==> config.mk <==
export PLATFORM = sky130hd
export DESIGN_NAME = ahci_srst_seq
export DESIGN_NICKNAME = d
export VERILOG_FILES = /design/src/rtl/ahci_srst_pkg.sv /design/src/rtl/ahci_srst_fsm.sv /design/src/rtl/ahci_srst_slots.sv /design/src/rtl/ahci_srst_sigcap.sv /design/src/rtl/ahci_srst_seq.sv
export SDC_FILE = /design/constraint.sdc
export NUM_CORES = 1
export LEC_CHECK = 0
export BUFFER_PORTS_ARGS = -buffer_cell sky130_fd_sc_hd__buf_2
export CORE_AREA = 3 3 106 108
export CTS_CLUSTER_SIZE = 40
export DETAILED_ROUTE_END_ITERATION = 8
export DIE_AREA = 0 0 109 111
export PLACE_DENSITY_LB_ADDON = 0.12
export SLEW_MARGIN = 0
export SYNTH_ARGS = -nofsm -noshare
export SYNTH_HDL_FRONTEND = slang
export SYNTH_SLANG_ARGS = --single-unit
export TNS_END_PERCENT = 5
==> constraint.sdc <==
create_clock -name clk -period 2.3 [get_ports clk]
set_input_delay 0 -clock clk [delete_from_list [all_inputs] [get_ports clk]]
set_output_delay 0 -clock clk [all_outputs]
set_load 0.05 [all_outputs]
==> src/rtl/ahci_srst_pkg.sv <==
package ahci_srst_pkg;
    typedef enum logic {
        PS_RUN = 1'b0,
        PS_RST = 1'b1
    } port_state_e;

    localparam int unsigned CTRL_SRST_BIT = 2;
    localparam logic [15:0] TFD_INIT      = 16'h007F;
    localparam logic [31:0] SIG_INIT      = 32'hFFFF_FFFF;
endpackage

==> src/rtl/ahci_srst_fsm.sv <==
module ahci_srst_fsm
    import ahci_srst_pkg::*;
(
    input  logic clk,
    input  logic rst_n,
    input  logic comreset,
    input  logic fis_valid,
    input  logic srst_bit,
    input  logic clr_busy,
    output logic enter_rst,
    output logic port_rst,
    output logic clr_req,
    output logic cmd_mark,
    output logic in_reset
);
    typedef struct packed {
        port_state_e st;
    } fsm_t;

    fsm_t s_d, s_q;

    always_comb begin
        s_d       = s_q;
        enter_rst = (s_q.st == PS_RUN) && fis_valid && srst_bit && !comreset;
        cmd_mark  = (s_q.st == PS_RUN) && fis_valid && !srst_bit && !comreset;
        clr_req   = enter_rst && clr_busy;
        port_rst  = comreset || ((s_q.st == PS_RST) && fis_valid && !srst_bit);
        if (port_rst) begin
            s_d.st = PS_RUN;
        end else if (enter_rst) begin
            s_d.st = PS_RST;
        end
    end

    always_ff @(posedge clk or negedge rst_n) begin
        if (!rst_n) s_q <= '{st: PS_RUN};
        else        s_q <= s_d;
    end

    assign in_reset = (s_q.st == PS_RST);
endmodule

==> src/rtl/ahci_srst_slots.sv <==
module ahci_srst_slots #(
    parameter int unsigned NUM_SLOTS = 32,
    localparam int unsigned SLOT_W = (NUM_SLOTS > 1) ? $clog2(NUM_SLOTS) : 1
) (
    input  logic                 clk,
    input  logic                 rst_n,
    input  logic                 port_rst,
    input  logic                 clr_req,
    input  logic                 cmd_mark,
    input  logic                 d2h_done,
    input  logic [SLOT_W-1:0]    slot,
    input  logic [NUM_SLOTS-1:0] issue,
    output logic [NUM_SLOTS-1:0] ci,
    output logic                 busy_valid,
    output logic [SLOT_W-1:0]    busy_slot
);
    typedef struct packed {
        logic [NUM_SLOTS-1:0] ci;
        logic                 bvld;
        logic [SLOT_W-1:0]    bslot;
    } slots_t;

    slots_t r_d, r_q;

    always_comb begin
        r_d = r_q;
        if (d2h_done && r_q.bvld) begin
            r_d.ci[r_q.bslot] = 1'b0;
            r_d.bvld          = 1'b0;
        end
        if (clr_req) begin
            r_d.ci[slot] = 1'b0;
        end
        if (cmd_mark) begin
            r_d.bvld  = 1'b1;
            r_d.bslot = slot;
        end
        r_d.ci = r_d.ci | issue;
        if (port_rst) begin
            r_d = '0;
        end
    end

    always_ff @(posedge clk or negedge rst_n) begin
        if (!rst_n) r_q <= '0;
        else        r_q <= r_d;
    end

    assign ci         = r_q.ci;
    assign busy_valid = r_q.bvld;
    assign busy_slot  = r_q.bslot;
endmodule

==> src/rtl/ahci_srst_sigcap.sv <==
module ahci_srst_sigcap
    import ahci_srst_pkg::*;
(
    input  logic        clk,
    input  logic        rst_n,
    input  logic        port_rst,
    input  logic        d2h_valid,
    input  logic [7:0]  f_status,
    input  logic [7:0]  f_error,
    input  logic [7:0]  f_cyl_hi,
    input  logic [7:0]  f_cyl_lo,
    input  logic [7:0]  f_lba_lo,
    input  logic [7:0]  f_count,
    output logic        d2h_done,
    output logic [15:0] tfd,
    output logic [31:0] sig,
    output logic        d2h_sent
);
    typedef struct packed {
        logic [15:0] tfd;
        logic [31:0] sig;
        logic        sent;
    } cap_t;

    localparam cap_t CAP_INIT = '{tfd: TFD_INIT, sig: SIG_INIT, sent: 1'b0};

    cap_t c_d, c_q;

    always_comb begin
        c_d      = c_q;
        d2h_done = d2h_valid && c_q.sent && !port_rst;
        if (port_rst) begin
            c_d = CAP_INIT;
        end else if (d2h_valid) begin
            c_d.tfd = {f_error, f_status};
            if (!c_q.sent) begin
                c_d.sig  = {f_cyl_hi, f_cyl_lo, f_lba_lo, f_count};
                c_d.sent = 1'b1;
            end
        end
    end

    always_ff @(posedge clk or negedge rst_n) begin
        if (!rst_n) c_q <= CAP_INIT;
        else        c_q <= c_d;
    end

    assign tfd      = c_q.tfd;
    assign sig      = c_q.sig;
    assign d2h_sent = c_q.sent;
endmodule

==> src/rtl/ahci_srst_seq.sv <==
module ahci_srst_seq
    import ahci_srst_pkg::*;
#(
    parameter int unsigned NUM_SLOTS = 32,
    localparam int unsigned SLOT_W = (NUM_SLOTS > 1) ? $clog2(NUM_SLOTS) : 1
) (
    input  logic                 clk,
    input  logic                 rst_n,
    input  logic                 comreset,
    input  logic                 h2d_valid,
    input  logic [7:0]           h2d_ctrl,
    input  logic [SLOT_W-1:0]    h2d_slot,
    input  logic                 h2d_clr_busy,
    input  logic [NUM_SLOTS-1:0] ci_set,
    input  logic                 d2h_valid,
    input  logic [7:0]           d2h_status,
    input  logic [7:0]           d2h_error,
    input  logic [7:0]           d2h_cyl_hi,
    input  logic [7:0]           d2h_cyl_lo,
    input  logic [7:0]           d2h_lba_lo,
    input  logic [7:0]           d2h_count,
    output logic [NUM_SLOTS-1:0] ci,
    output logic [15:0]          tfd,
    output logic [31:0]          sig,
    output logic                 busy_valid,
    output logic [SLOT_W-1:0]    busy_slot,
    output logic                 d2h_sent,
    output logic                 in_reset
);
    logic enter_rst, port_rst, clr_req, cmd_mark, d2h_done;

    ahci_srst_fsm u_fsm (
        .clk       (clk),
        .rst_n     (rst_n),
        .comreset  (comreset),
        .fis_valid (h2d_valid),
        .srst_bit  (h2d_ctrl[CTRL_SRST_BIT]),
        .clr_busy  (h2d_clr_busy),
        .enter_rst (enter_rst),
        .port_rst  (port_rst),
        .clr_req   (clr_req),
        .cmd_mark  (cmd_mark),
        .in_reset  (in_reset)
    );

    ahci_srst_slots #(.NUM_SLOTS(NUM_SLOTS)) u_slots (
        .clk        (clk),
        .rst_n      (rst_n),
        .port_rst   (port_rst),
        .clr_req    (clr_req),
        .cmd_mark   (cmd_mark),
        .d2h_done   (d2h_done),
        .slot       (h2d_slot),
        .issue      (ci_set),
        .ci         (ci),
        .busy_valid (busy_valid),
        .busy_slot  (busy_slot)
    );

    ahci_srst_sigcap u_sig (
        .clk       (clk),
        .rst_n     (rst_n),
        .port_rst  (port_rst),
        .d2h_valid (d2h_valid),
        .f_status  (d2h_status),
        .f_error   (d2h_error),
        .f_cyl_hi  (d2h_cyl_hi),
        .f_cyl_lo  (d2h_cyl_lo),
        .f_lba_lo  (d2h_lba_lo),
        .f_count   (d2h_count),
        .d2h_done  (d2h_done),
        .tfd       (tfd),
        .sig       (sig),
        .d2h_sent  (d2h_sent)
    );

    logic unused_ok;
    assign unused_ok = ^{enter_rst, h2d_ctrl};
endmodule

Yosys cells after proc, flatten, opt, wreduce, memory -nomap -nowiden. Index checks and enable logic that the tools add are counted.

$add $sub $neg: 0. Multipliers: 0. Div/mod/pow operators: 0. $lt $le $gt $ge: 4. Equal/unequal tests: 1. Shifts and indexed selects: 0. Mux-type cells: 13. Bitwise operators: 6. Reductions and logical operators: 22.

Operators with widths (number): 2-to-1 mux 49 bit (2); 2-to-1 mux 33 bit (2); AND 32 bit (2); inverter 32 bit (2); 2-to-1 mux 38 bit (1); 2-to-1 mux 32 bit (1); OR 32 bit (1); logical AND 1 bit (13); < comparator 5 x 6 -> 1 bit, second input constant (2); demux 1 bit (select 5 bit) (2); >= comparator 5 x 1 -> 1 bit, second input constant (2); 2-to-1 mux 6 bit (1); nonzero test 2 bit (3); 2-to-1 mux 1 bit (4); zero test 1 bit (3); nonzero test 3 bit (1); inequality test 2 x 1 -> 1 bit, second input constant (1); AND reduction 2 bit (1); logical OR 1 bit (1); inverter 1 bit (1).

Register bits after elaboration: 88. Bits in latches: 0. Bits in writable memories: 0. ROM bits: 0. Bits of input ports: 99. Output and inout port bits: 88. Logic and storage cells: 53. Memories kept: 0.

Longest topological paths before layout.
Word-level depth: 11. Mapped depth: 6. Gate-level depth less buffers: 3.

By module. From an unflattened synthesis, not the netlist that was laid out.

Cells, all modules: 385. Area, all modules: 4126.5 um^2.

By module, submodules not included: ahci_srst_sigcap (times used 1, cells an instance 197, area an instance 2224.6 um^2, sequential area each 1275.0 um^2); ahci_srst_slots (times used 1, cells an instance 180, area an instance 1824.2 um^2, sequential area each 950.9 um^2); ahci_srst_fsm (times used 1, cells an instance 8, area an instance 77.6 um^2, sequential area each 25.0 um^2).

Worst setup path after synthesis. Ideal clock, no wire load.

Path kind: register to register. From: register u_fsm.s_q (netlist: u_fsm.in_reset). To: register u_sig.c_q (netlist bit u_sig.sig[0]). Library setup time: 0.080 ns. Data arrival time: 1.830 ns. Required time: 2.220 ns. Setup slack: 0.391 ns. Stages on the path, launching flop included: 7. Buffers on the path: 3. Period minus slack after synthesis: 1.909 ns. Cell sequence: dfrtp_1 > and3b_1 > buf_6 > or4_4 > buf_6 > buf_6 > o22a_1.

Cells in the longest elaborated chain, start to end: 5. Elaborated cells between the ends (all ways): 7. Classes of those cells: 1 x eq/ne; 1 x mux; 5 x reduce/logical.

Ends and longest elaborated chain: from (decl) (RTL line ahci_srst_fsm.sv:20) `fsm_t s_d, s_q;`; from (signal assigned) (RTL line ahci_srst_fsm.sv:36) `if (!rst_n) s_q <= '{st: PS_RUN};`; logical AND 1 bit (*) (2 in a row) (RTL line ahci_srst_fsm.sv:27) `port_rst = comreset || ((s_q.st == PS_RST) && fis_valid && !srst_bit);`; logical OR 1 bit (*) (RTL line ahci_srst_fsm.sv:27); inequality test 2 x 1 -> 1 bit (no source line) or nonzero test 2 bit (tied branches); AND reduction 2 bit (no source line); to (signal assigned) (RTL line ahci_srst_sigcap.sv:44) `if (!rst_n) c_q <= CAP_INIT;`; to (signal assigned) (RTL line ahci_srst_sigcap.sv:45) `else c_q <= c_d;`; to (decl) (RTL line ahci_srst_sigcap.sv:27) `cap_t c_d, c_q;`.

Every way passes the cells marked *; elsewhere a longest branch is shown, timed or not. A chain may end at the register's enable or synchronous reset.

Worst setup path in the final report.
From: register u_fsm.s_q (netlist: u_fsm.in_reset). To: register u_sig.c_q (netlist bit u_sig.sig[10]).

The elaborated chain is that of the path after synthesis.

==> results by group <==
Worst setup path
  • Slowest CP cell: a211o_1
  • Worst-path maximum fanout: 32
  • Critical path arrival: 2230 ps
  • Crit path cell chain: and3b_1 -> a211o_1 -> o22a_1
  • Slowest stage delay, CP: 810 ps
  • R2r endpoint: u_sig.sig[10]
  • Worst Setup End Kind: flip-flop
  • Critical Path RT: between 2000 and 3000 ps
  • CP startpoint kind: flip-flop
  • Worst reg2reg path startpoint: u_fsm.in_reset
  • Crit path launch: u_fsm.in_reset
  • Critical path class: reg -> reg
  • Worst r2r path cells: 3
  • Worst reg-to-reg setup slack: 360 ps
  • Crit path to: u_sig.sig[10]

Floorplan
  • Site row count: 37
  • Initial core utilization: 0.396
  • Core ar.: 10300 µm²
  • Die area: approximately 12000 µm²
  • Die X: 109 µm
  • Die Y: between 100 and 150 µm
  • Ports: between 150 and 200

Run status
  • Outcome: completed

Place
  • Hpwl dp: 8.55 mm
  • GP Congestion: approximately 0.82
  • # port buffers: 179
  • Placed cell areas: 5120 µm²
  • Setup WS pre-CTS: 397 ps

Drt
  • Vias: 4034
  • Average wire per standard cell: 17.2 µm
  • WL final: 13.4 mm
  • DR vias/cell: about 5.2
  • DRT iter0 DRCs: 241
  • Residual DRC count: 0
  • Final ANT Viol Nets: 0
  • Drt first pass iters: 4

Timing
  • Final WS setup: 363 ps
  • Period minus WS final: 1940 ps
  • # setup viols final: 0
  • RSZ-0062 raised after global routing: no
  • Final hold violation count: 0
  • Setup TNS Final: 0 ps
  • Number of max-slew violations in the final report: 0
  • Slew HR: 0.313
  • Final worst-path cycle share: 0.842
  • Fin Clk Skew: around 16 ps
  • Fmax: slightly above 500 MHz
  • Tightest Pin Transition: between 1000 and 1500 ps

Synthesis
  • Cell taking the most area after synthesis: dfrtp_1
  • Register area share after synthesis: 0.551
  • Most used DFF post-synth: dfrtp_1
  • Avg Inst Size Synth: 11.2 µm²
  • Cell area after synthesis: 4080 µm²
  • Top post-synthesis cells by area: dfrtp_1, dfstp_2, a221oi_1
  • Async S/R FF share, synth: 1.00
  • Mapped Nets: approximately 460
  • Syn Inst Count: 364
  • Synth unique cells: 30
  • Synth top area share: 0.300
  • Synthesized flop and latch total: a little under 90
  • Yosys Warn Count: 0
  • EDFF count, synth: 0

Clock tree
  • Clock slew at reported path FFs: around 90 ps
  • Setup Buffers After CTS: 0
  • CTS tree: done
  • Clk root buf: clkbuf_8
  • Latest clock arrival within the worst-skew pair: 360 ps
  • Htree depth: 3
  • Clk sinks: a little under 90
  • Clock buffer depth: 2
  • CTS Buf Count: 9

Global routing
  • Gr usage total: 0.221
  • Initial antenna violation count: 0
  • Global route overflow: 0
  • Largest net degree at the start of global routing: 43
  • Vias in the first global route: 4030
  • First-pass GRT wire length: 21.1 mm

Cells and area
  • Layout area overhead: 52.0%
  • Design Area, Final: 6210 µm²
  • Antenna diode count: 0
  • Share of cells above drive strength 1: 0.402
  • Nets: 733

Pwr
  • P_leak: 2.88 nW
  • P per Cell Area: 603 nW/µm²
  • Worst IR Drop VDD: 0.281 mV

Worst hold path
  • Min-delay worst type: in -> reg

Run
  • # Max-Cap Violations: 0
[repair_timing]
item,in CTS,in global routing
hold buffers,90,0
gates resized for setup,0,0
hold endpoints to repair,126,0
[stage by stage]
stage / std cells / hold slack (ps) / power [mW] / utilization
finish: 775 / 15.4 / 3.74 / 0.601
global route: 775 / 22.5 / 3.93 / 0.601
CTS: 775 / 0.424 / 3.78 / 0.601
detailed placement: 669 / 34.4 / 2.65 / 0.496
global placement: 669 / 31.5 / 2.64 / 0.496
floorplan: 364 / -296 / 2.36 / -
[final cells by class]
type,instances,area (µm²)
Sequential cell,88,2250
Multi-Input combinational cell,218,1570
Tap cell,136,170
Fill cell,869,4120
Timing Repair Buffer,283,1900
Clock buffer,10,138
Inverter,34,128
Clock inverter,6,43.8
[cells in the mapped netlist (2+ instances only)]
library cell	count
a221oi_1	32
buf_2	4
nand4_1	2
nand2_1	12
nand3_1	2
buf_6	5
clkbuf_1	11
dfstp_2	39
nand3b_1	11
buf_1	4
mux2i_1	17
or3b_2	7
nand4b_1	4
dfrtp_1	49
or3_1	2
nor2_1	47
a21oi_1	6
inv_1	34
o41ai_1	32
o22a_1	32
nand2b_1	3
[per-layer routing]
metal / vias up / track usage / share of wire
met2: 158 / 0.361 / 0.49
met1: 1939 / 0.294 / 0.43
li1: 1918 / - / -
met5: - / 0 / 0
met3: 19 / 0.0425 / 0.067
met4: 0 / 0.0665 / 0.015
[worst min-delay path by stage]
stage	start	end	depth (start not counted)
2_1_floorplan	rst_n	u_fsm.in_reset	0
3_3_place_gp	rst_n	u_slots.ci[7]	1
3_5_place_dp	rst_n	u_slots.ci[7]	1
4_1_cts	h2d_slot[2]	u_slots.busy_slot[2]	3
5_1_grt	h2d_slot[4]	u_slots.busy_slot[4]	3
6_report	h2d_slot[2]	u_slots.busy_slot[2]	3
[flip-flops by register name, indices dropped and copies added, names as in the netlist]
signal / cells
u_fsm.in_reset: 1
u_sig.d2h_sent: 1
u_slots.busy_valid: 1
u_sig.tfd: 16
u_slots.ci: 32
u_slots.busy_slot: 5
u_sig.sig: 32
[power breakdown]
group	switching (mW)	internal [mW]
clock network	0.575	0.426
registers	0.0653	1.68
logic	0.650	0.345
[critical path: cells and delay by family, from the launching register on]
kind / cells / cell delay (ps)
compound gates: 2 / 1050
flops: 1 / 500
simple gates: 1 / 300
[cell families (layout without fill, tap and decap cells)]
logic type | count (synthesis) | after routing | synth area share
AO/OA/AOI/OAI | 105 | 105 | 0.219
buffers and inverters | 58 | 333 | 0.0637
flip-flops | 88 | 88 | 0.551
multiplexers | 17 | 17 | 0.0417
AND/OR/NAND/NOR | 96 | 96 | 0.125
[layout by cell type, fill, tap and decap left out, types with 3 or more instances in the layout]
cell type / Yosys / routed
buf_4: 0 / 15
mux2i_1: 17 / 17
nand2b_1: 3 / 3
o22a_1: 32 / 32
nand2_1: 12 / 12
clkbuf_8: 0 / 10
inv_1: 34 / 34
buf_2: 4 / 178
a21oi_1: 6 / 6
nor2_1: 47 / 47
o41ai_1: 32 / 32
a221oi_1: 32 / 32
nand4b_1: 4 / 4
dfstp_2: 39 / 39
dfrtp_1: 49 / 49
dlygate4sd3_1: 0 / 90
or3b_2: 7 / 7
nand3b_1: 11 / 11
Note: power is estimated with default switching activity, not from simulation.
